--- config.mk ---
export PLATFORM = sky130hd
export DESIGN_NAME = hdlc_cmd_tx
export DESIGN_NICKNAME = d
export VERILOG_FILES = /design/src/rtl/hdlc_tx_pkg.sv /design/src/rtl/hdlc_cmd_ctl.sv /design/src/rtl/hdlc_tx_fifo.sv /design/src/rtl/hdlc_tx_ser.sv /design/src/rtl/hdlc_cmd_tx.sv
export SDC_FILE = /design/constraint.sdc
export NUM_CORES = 1
export LEC_CHECK = 0
export BUFFER_PORTS_ARGS = -buffer_cell sky130_fd_sc_hd__buf_2
export CORE_ASPECT_RATIO = 0.7
export CORE_MARGIN = 8
export CORE_UTILIZATION = 65
export CTS_BUF_LIST = sky130_fd_sc_hd__clkbuf_4
export CTS_CLUSTER_DIAMETER = 120
export DETAILED_ROUTE_END_ITERATION = 8
export PLACE_DENSITY = 0.93
export SLEW_MARGIN = 40
export SYNTH_ARGS = -nofsm -noshare
export SYNTH_HDL_FRONTEND = slang
export SYNTH_SLANG_ARGS = --single-unit
--- constraint.sdc ---
create_clock -name clk_i -period 4.85 [get_ports clk_i]
set_clock_uncertainty 0.2 [all_clocks]
set_input_delay 0.7275 -clock clk_i [delete_from_list [all_inputs] [get_ports clk_i]]
set_output_delay 0.7275 -clock clk_i [all_outputs]
set_load 0.02 [all_outputs]
--- src/rtl/hdlc_tx_pkg.sv ---
package hdlc_tx_pkg;
  typedef enum logic [1:0] {
    CMD_HDLC  = 2'd0,
    CMD_TRANS = 2'd1,
    CMD_END   = 2'd2,
    CMD_ABORT = 2'd3
  } tx_cmd_e;

  typedef enum logic [2:0] {
    U_FLAG, U_OPEN, U_DATA, U_FCS, U_ABORT
  } tx_unit_e;

  localparam logic [7:0] FLAG_BYTE = 8'h7E;

  // one LSB-first step of the reflected CCITT CRC
  function automatic logic [15:0] crc16_bit(logic [15:0] c, logic b);
    logic fb;
    fb = c[0] ^ b;
    return fb ? ((c >> 1) ^ 16'h8408) : (c >> 1);
  endfunction
endpackage

--- src/rtl/hdlc_cmd_ctl.sv ---
module hdlc_cmd_ctl
  import hdlc_tx_pkg::*;
#(
  parameter int LAT_FAST = 5,
  parameter int LAT_SLOW = 10
) (
  input  logic    clk_i,
  input  logic    rst_ni,
  input  logic    cmd_valid_i,
  input  logic [1:0] cmd_i,
  input  logic    slow_mode_i,
  output logic    busy_o,
  output logic    lost_o,
  output logic    exec_o,
  output tx_cmd_e exec_cmd_o
);
  localparam int CW = $clog2(LAT_SLOW + 1);

  logic          pend_q, lost_q;
  logic [CW-1:0] cnt_q;
  tx_cmd_e       cmd_q;

  assign exec_o     = pend_q && (cnt_q == CW'(1));
  assign exec_cmd_o = cmd_q;
  assign busy_o     = pend_q;
  assign lost_o     = lost_q;

  always_ff @(posedge clk_i or negedge rst_ni) begin
    if (!rst_ni) begin
      pend_q <= 1'b0;
      lost_q <= 1'b0;
      cnt_q  <= '0;
      cmd_q  <= CMD_HDLC;
    end else begin
      if (cmd_valid_i && pend_q) lost_q <= 1'b1;
      if (cmd_valid_i && !pend_q) begin
        pend_q <= 1'b1;
        cmd_q  <= tx_cmd_e'(cmd_i);
        cnt_q  <= slow_mode_i ? CW'(LAT_SLOW) : CW'(LAT_FAST);
      end else if (pend_q) begin
        cnt_q <= cnt_q - CW'(1);
        if (exec_o) pend_q <= 1'b0;
      end
    end
  end


  lost_set_chk: assert property (@(posedge clk_i) disable iff (!rst_ni)
    (cmd_valid_i && busy_o) |=> lost_o);

  lost_sticky_chk: assert property (@(posedge clk_i) disable iff (!rst_ni)
    lost_o |=> lost_o);

  delay_range_chk: assert property (@(posedge clk_i) disable iff (!rst_ni)
    busy_o |-> (cnt_q != '0 && cnt_q <= CW'(LAT_SLOW)));
endmodule

--- src/rtl/hdlc_tx_fifo.sv ---
module hdlc_tx_fifo #(
  parameter int DEPTH = 32,
  localparam int AW = (DEPTH > 1) ? $clog2(DEPTH) : 1,
  localparam int LW = $clog2(DEPTH + 1)
) (
  input  logic          clk_i,
  input  logic          rst_ni,
  input  logic          wr_i,
  input  logic [7:0]    data_i,
  input  logic          pop_i,
  input  logic          flush_i,
  output logic [7:0]    head_o,
  output logic          empty_o,
  output logic [LW-1:0] level_o
);
  logic [7:0]    mem_q [DEPTH];
  logic [AW-1:0] rd_q, wr_q;
  logic [LW-1:0] cnt_q;
  logic          do_wr, do_rd;

  assign empty_o = (cnt_q == '0);
  assign level_o = cnt_q;
  assign head_o  = mem_q[rd_q];
  assign do_wr   = wr_i && (cnt_q != LW'(DEPTH));
  assign do_rd   = pop_i && !empty_o;

  function automatic logic [AW-1:0] bump(logic [AW-1:0] p);
    return (p == AW'(DEPTH - 1)) ? '0 : p + AW'(1);
  endfunction

  always_ff @(posedge clk_i or negedge rst_ni) begin
    if (!rst_ni) begin
      rd_q  <= '0;
      wr_q  <= '0;
      cnt_q <= '0;
    end else if (flush_i) begin
      rd_q  <= '0;
      wr_q  <= '0;
      cnt_q <= '0;
    end else begin
      if (do_wr) wr_q <= bump(wr_q);
      if (do_rd) rd_q <= bump(rd_q);
      cnt_q <= cnt_q + LW'(do_wr) - LW'(do_rd);
    end
  end

  always_ff @(posedge clk_i) begin
    if (do_wr && !flush_i) mem_q[wr_q] <= data_i;
  end


  level_bound_chk: assert property (@(posedge clk_i) disable iff (!rst_ni)
    level_o <= LW'(DEPTH));

  full_drop_chk: assert property (@(posedge clk_i) disable iff (!rst_ni)
    (level_o == LW'(DEPTH) && wr_i && !pop_i && !flush_i) |=> $stable(level_o));
endmodule

--- src/rtl/hdlc_tx_ser.sv ---
module hdlc_tx_ser
  import hdlc_tx_pkg::*;
(
  input  logic       clk_i,
  input  logic       rst_ni,
  input  logic       start_hdlc_i,
  input  logic       start_trans_i,
  input  logic       msg_end_i,
  input  logic       abort_i,
  input  logic       fifo_empty_i,
  input  logic [7:0] fifo_data_i,
  output logic       pop_o,
  output logic       tx_bit_o
);
  tx_unit_e    unit_q, unit_d;
  logic [15:0] sh_q, sh_d, crc_q, crc_nxt;
  logic [4:0]  left_q, left_d;
  logic [2:0]  ones_q;
  logic        trans_q, trans_d, pend_h_q, pend_t_q, end_q, tx_q;
  logic        stuff_now, last, stuffed_unit, crc_en;
  logic        take_h, take_t, load_fcs, init_crc;

  assign stuff_now    = (ones_q == 3'd5);
  assign last         = !stuff_now && (left_q == 5'd1);
  assign stuffed_unit = (unit_q == U_DATA && !trans_q) || unit_q == U_FCS;
  assign crc_en       = unit_q == U_DATA && !trans_q && !stuff_now;
  assign crc_nxt      = crc16_bit(crc_q, sh_q[0]);
  assign tx_bit_o     = tx_q;

  always_comb begin
    unit_d = unit_q; trans_d = trans_q;
    sh_d = sh_q >> 1; left_d = left_q - 5'd1;
    pop_o = 1'b0; take_h = 1'b0; take_t = 1'b0; load_fcs = 1'b0; init_crc = 1'b0;
    if (stuff_now) begin
      sh_d = sh_q; left_d = left_q;
    end else if (last) begin
      unit_d = U_FLAG; sh_d = {8'h00, FLAG_BYTE}; left_d = 5'd8;
      unique case (unit_q)
        U_FLAG: begin
          take_t = pend_t_q;
          if (pend_h_q) begin
            unit_d = U_OPEN; take_h = 1'b1; init_crc = 1'b1; trans_d = 1'b0;
          end else if (pend_t_q && !fifo_empty_i) begin
            unit_d = U_DATA; trans_d = 1'b1; pop_o = 1'b1;
          end
        end
        U_OPEN, U_DATA: begin
          if (!fifo_empty_i) begin
            unit_d = U_DATA; pop_o = 1'b1;
          end else if (unit_q == U_DATA && trans_q) begin
            unit_d = U_FLAG;
          end else if (unit_q == U_DATA && end_q) begin
            unit_d = U_FCS; sh_d = ~crc_nxt; left_d = 5'd16; load_fcs = 1'b1;
          end else begin
            unit_d = U_ABORT; sh_d = 16'h007F; left_d = 5'd7; // underrun
          end
        end
        default: ;
      endcase
      if (pop_o) sh_d = {8'h00, fifo_data_i};
    end
  end

  always_ff @(posedge clk_i or negedge rst_ni) begin
    if (!rst_ni) begin
      unit_q <= U_FLAG; sh_q <= {8'h00, FLAG_BYTE}; left_q <= 5'd8;
      ones_q <= '0; crc_q <= '1; trans_q <= 1'b0; tx_q <= 1'b1;
      pend_h_q <= 1'b0; pend_t_q <= 1'b0; end_q <= 1'b0;
    end else if (abort_i) begin
      unit_q <= U_ABORT; sh_q <= 16'h007F; left_q <= 5'd7;
      ones_q <= '0; trans_q <= 1'b0;
      pend_h_q <= 1'b0; pend_t_q <= 1'b0; end_q <= 1'b0;
    end else begin
      tx_q    <= stuff_now ? 1'b0 : sh_q[0];
      unit_q  <= unit_d; sh_q <= sh_d; left_q <= left_d; trans_q <= trans_d;
      ones_q  <= (!stuff_now && stuffed_unit && sh_q[0]) ? ones_q + 3'd1 : 3'd0;
      if (init_crc)    crc_q <= '1;
      else if (crc_en) crc_q <= crc_nxt;
      pend_h_q <= start_hdlc_i  | (pend_h_q & ~take_h);
      pend_t_q <= start_trans_i | (pend_t_q & ~take_t);
      end_q    <= msg_end_i | (end_q & ~load_fcs & ~(last && unit_d == U_ABORT));
    end
  end


  run_len_chk: assert property (@(posedge clk_i) disable iff (!rst_ni)
    ones_q <= 3'd5);

  abort_load_chk: assert property (@(posedge clk_i) disable iff (!rst_ni)
    abort_i |=> (unit_q == U_ABORT && left_q == 5'd7));

  underrun_chk: assert property (@(posedge clk_i) disable iff (!rst_ni)
    (last && unit_q == U_DATA && !trans_q && fifo_empty_i && !end_q && !abort_i)
      |=> unit_q == U_ABORT);
endmodule

--- src/rtl/hdlc_cmd_tx.sv ---
module hdlc_cmd_tx
  import hdlc_tx_pkg::*;
#(
  parameter int DEPTH    = 32,
  parameter int LAT_FAST = 5,
  parameter int LAT_SLOW = 10
) (
  input  logic                         clk_i,
  input  logic                         rst_ni,
  input  logic                         wr_en_i,
  input  logic [7:0]                   wr_data_i,
  input  logic                         cmd_valid_i,
  input  logic [1:0]                   cmd_i,
  input  logic                         slow_mode_i,
  output logic                         busy_o,
  output logic                         cmd_lost_o,
  output logic                         pool_ready_o,
  output logic [$clog2(DEPTH+1)-1:0]   fifo_level_o,
  output logic                         tx_bit_o
);
  logic       exec, pop, empty, pool_q, abort;
  tx_cmd_e    exec_cmd;
  logic [7:0] head;

  assign abort        = exec && exec_cmd == CMD_ABORT;
  assign pool_ready_o = pool_q;

  hdlc_cmd_ctl #(.LAT_FAST(LAT_FAST), .LAT_SLOW(LAT_SLOW)) u_ctl (
    .clk_i, .rst_ni, .cmd_valid_i, .cmd_i, .slow_mode_i,
    .busy_o, .lost_o(cmd_lost_o), .exec_o(exec), .exec_cmd_o(exec_cmd)
  );

  hdlc_tx_fifo #(.DEPTH(DEPTH)) u_fifo (
    .clk_i, .rst_ni, .wr_i(wr_en_i), .data_i(wr_data_i), .pop_i(pop),
    .flush_i(abort), .head_o(head), .empty_o(empty), .level_o(fifo_level_o)
  );

  hdlc_tx_ser u_ser (
    .clk_i, .rst_ni,
    .start_hdlc_i (exec && exec_cmd == CMD_HDLC),
    .start_trans_i(exec && exec_cmd == CMD_TRANS),
    .msg_end_i    (exec && exec_cmd == CMD_END),
    .abort_i      (abort),
    .fifo_empty_i (empty), .fifo_data_i(head), .pop_o(pop), .tx_bit_o
  );

  always_ff @(posedge clk_i or negedge rst_ni) begin
    if (!rst_ni) pool_q <= 1'b0;
    else         pool_q <= abort;
  end


  pool_flush_chk: assert property (@(posedge clk_i) disable iff (!rst_ni)
    pool_ready_o |-> fifo_level_o == '0);

  pool_pulse_chk: assert property (@(posedge clk_i) disable iff (!rst_ni)
    pool_ready_o |=> !pool_ready_o);
endmodule

==> flow_summary.ini <==
[logic_synthesis]
ys_async_sr_fraction_pct = 22.2
synth-edff-count = 256
ys_types = 66
synth_cells = 869
synth_area_leaders = edfxtp_1 55%, dfrtp_1 8.8%, mux4_2 8.8%, dfstp_2 4.5%, ha_1 2.0%
netlist_area_sq_mm = 0.0139
synth_warnings = 0
ys_seq_elements = 329
synth_compound_area_share_pct = 8.13
synth_xor_area_share_pct = 0.568
synth_top_family_by_area = multiplexers
synthFlopType = edfxtp_1
synth_area_per_cell_sq_um = 16.0
synth_nets = 907
yosys.area.top_type = edfxtp_1
yosysSeqAreaShare_pct = 68.8
synth_simple_gate_area_share_pct = 6.61
synthMuxAreaShare_pct = 11.5
yosys.area.top_type_share_pct = 55.4
synth_fa_ha_area_share_pct = 2.13

[sta]
setup_tns_ns = 0
finalWorstPathRequiredPeriod_ns = 3.51
period_share_pct = 72.3
setup_slack_ns = 1.34
slew_headroom_pct = 42.3
worst_slew_pin_slew_ns = 0.862
final_max_slew_viol_count = 0
max_freq_mhz = 285
hold_violations = 0
setup_viol = 0
grt_setup_unrepaired = no

[drt]
antenna_left = 0
dr.first_iter.drc_count = 947
wl_per_cell_microns = 24.4
routed-via-count = 8413
drt_pass1_iterations = 5
via_per_inst = 6.62
totalWireLength_mm = 30.9
drc = 0

[power]
p_switching_uw = 2690
clock_power_share_pct = 27.0
p_comb_share_pct = 27.1
power_density_mw_per_mm2 = 544
power_frac_seq_pct = 45.9
p_int_uw = 5610
ir_drop_mv = 0.360
leakagePower_uw = 0.00530
switching_share_pct = 32.4

[clock_network]
clock_path_buffers = 3
h-tree-depth = 3
ctsRootBufferMaster = clkbuf_4
cts_resized = 0
clock-sinks = 329
clkLatencyLatePin_ns = 0.70
clk_pin_slew_ns = 0.07
postCtsSetupBuffers = 0
cts_tree = built
cts_buffers = 76

[worst_hold_path]
hold_path.class = in -> reg

[floorplan]
start_util_pct = 66.6
floorplan.die_area_sq_mm = 0.0263
fp.dieW_microns = 191
io_pins = 25
core_sq_mm = 0.0208
num_rows = 44
die_h_microns = 138

[worst_setup_path]
critPathKind = reg -> reg
startpoint_type = flop
critPathBufInv = 3
critPathTopFamily = adder cells
critPathMaxStageDelay_ns = 0.44
worst_ep_required_time_ns = 5.20
crit_fanout = 35
crit_path_end_kind = flop
path_cells = ha_1, nand2_1, buf_4, and2_1, nand2_2, inv_1, ha_1, inv_1, ha_1, fa_1, a21oi_1, nor2_1, nor2_1, xor2_1, nor2_1
cpMaxStageDelayCell = and2_1
arrival_ns = 3.86

[grt]
globalRouteTotalUtil_pct = 23.5
gr-usage-met2_pct = 34.4
grt-ovfl-total = 0
use_met3_pct = 6.56
grt_pass1_vias = 8487
grt_max_degree = 51
antenna_found_initial = 1
grt_pass1_wl_mm = 47.7
grt.busiest_layer = met2
grt_util_met1_pct = 33.3

[placement]
dp_slack_ns = 1.46
portBuffers = 24
dp_hpwl_mm = 19.0
routabilityCongestion = 0.861

[flow_run]
maxCapViolations = 0

[finish]
drive_gt1_share_pct = 28.0
areaGrowthSynthToFinish_pct = 9.91
layout.nets = 972

[outcome]
status = complete, no violations
layer usage:
layer,up-vias,part of all wire [%]
met5,-,0
met4,0,2.8
met3,103,11
met2,559,46
met1,4174,40
li1,3577,-
worst register-to-register path, stage by stage, from the launching register on:
cell	delay [ns]
dfrtp_1	0.40
ha_1	0.21
nand2_1	0.06
buf_4	0.33
and2_1	0.45
nand2_2	0.19
inv_1	0.11
ha_1	0.13
inv_1	0.04
ha_1	0.22
fa_1	0.44
a21oi_1	0.18
nor2_1	0.06
nor2_1	0.12
xor2_1	0.19
nor2_1	0.07
sequential cells by signal, indices dropped and copies added (netlist names), 2 cells and up:
register,cells
u_ser.ones_q,3
u_ser.sh_q,16
u_ser.crc_q,16
u_ctl.exec_cmd_o,2
u_fifo.rd_q,5
u_ctl.cnt_q,4
u_fifo.mem_q,256
u_fifo.wr_q,5
u_ser.unit_q,3
u_fifo.level_o,6
u_ser.left_q,5
layout by cell type, fill, tap and decap left out, types with 8 or more instances in the layout:
| cell | Yosys | routed |
|---|---|---|
| edfxtp_1 | 256 | 256 |
| clkbuf_4 | 0 | 110 |
| nor2_1 | 73 | 62 |
| mux4_2 | 54 | 54 |
| dfrtp_1 | 49 | 47 |
| a21oi_1 | 36 | 36 |
| o21ai_0 | 34 | 34 |
| nand2_1 | 30 | 29 |
| dfstp_2 | 24 | 24 |
| inv_1 | 23 | 23 |
| buf_2 | 16 | 23 |
| ha_1 | 22 | 22 |
| mux2_2 | 19 | 19 |
| clkinv_1 | 0 | 17 |
| mux2i_1 | 15 | 15 |
| o22a_1 | 14 | 14 |
| nand3_1 | 12 | 12 |
| nor2_2 | 1 | 12 |
| a211oi_1 | 11 | 11 |
| nor3_1 | 10 | 10 |
| o21ai_1 | 10 | 10 |
| buf_4 | 3 | 10 |
| a21o_1 | 9 | 9 |
| o22ai_1 | 9 | 9 |
| a22oi_1 | 8 | 8 |
| nand3b_1 | 8 | 8 |
worst paths after layout:
kind | startpoint | slack [ns] | end | cells after the start
min reg2reg | u_ctl.lost_o | 0.25 | u_ctl.lost_o | 1
min | cmd_i[0] | 0.10 | u_ctl.exec_cmd_o[0] | 2
min in group asynchronous | rst_ni | 0.39 | u_ser.pend_h_q | 2
max reg2reg | u_ser.ones_q[0] | 1.34 | u_fifo.level_o[4] | 15
max in group asynchronous | rst_ni | 3.22 | u_ser.crc_q[12] | 3
max | u_ser.ones_q[0] | 1.34 | u_fifo.level_o[4] | 15
power groups by stage:
stage	registers [uW]	clock network, uW	logic, uW
after detailed placement	3890	0	2120
after floorplan	3660	0	1740
after global placement	3860	0	2010
after CTS	3840	2260	2140
after global routing	3850	2390	2410
final	3810	2240	2250
kinds of logic (layout without fill, tap and decap cells):
group | count (synthesis) | count (layout)
AND/OR/NAND/NOR | 178 | 178
flip-flops | 329 | 329
other | 0 | 1
XOR/XNOR | 9 | 9
buffers and inverters | 71 | 195
adder cells (fa/ha/maj) | 23 | 23
multiplexers | 89 | 89
AO/OA/AOI/OAI | 170 | 170
timing repair:
action,in CTS,in global routing
hold endpoints to repair,36,0
setup endpoints to repair,0,0
hold buffers,1,0
area by class of cell:
cell class | count | area (sq um)
flip-flops and latches | 329 | 9550
fillers | 1215 | 5570
multi-input cells | 469 | 4040
clock buffers | 110 | 826
well taps | 276 | 345
repair buffers | 35 | 220
clock inverters | 27 | 166
inverters | 23 | 86.3
diodes | 1 | 2.50
cell usage after synthesis (9+ instances only):
cell and count:
edfxtp_1 256, nor2_1 73, mux4_2 54, dfrtp_1 49, a21oi_1 36, o21ai_0 34, nand2_1 30, dfstp_2 24
clkbuf_1 23, inv_1 23, ha_1 22, mux2_2 19, buf_2 16, mux2i_1 15, o22a_1 14, nand3_1 12
a211oi_1 11, nor3_1 10, o21ai_1 10, a21o_1 9, o22ai_1 9
per-stage QoR:
stage                     cells  total power (uW)  utilization, %  area [sq um]  hold slack, ns
after global routing       1270              8650            73.2         15200          0.0666
after detailed placement   1130              6020            68.2         14200           0.240
after floorplan             869              5400               -         13900           0.232
after global placement     1130              5880            68.1         14200           0.232
final                      1270              8290            73.2         15200           0.102
after CTS                  1268              8240            73.0         15200          0.0623
No activity file was read; power rests on OpenSTA's default activity.
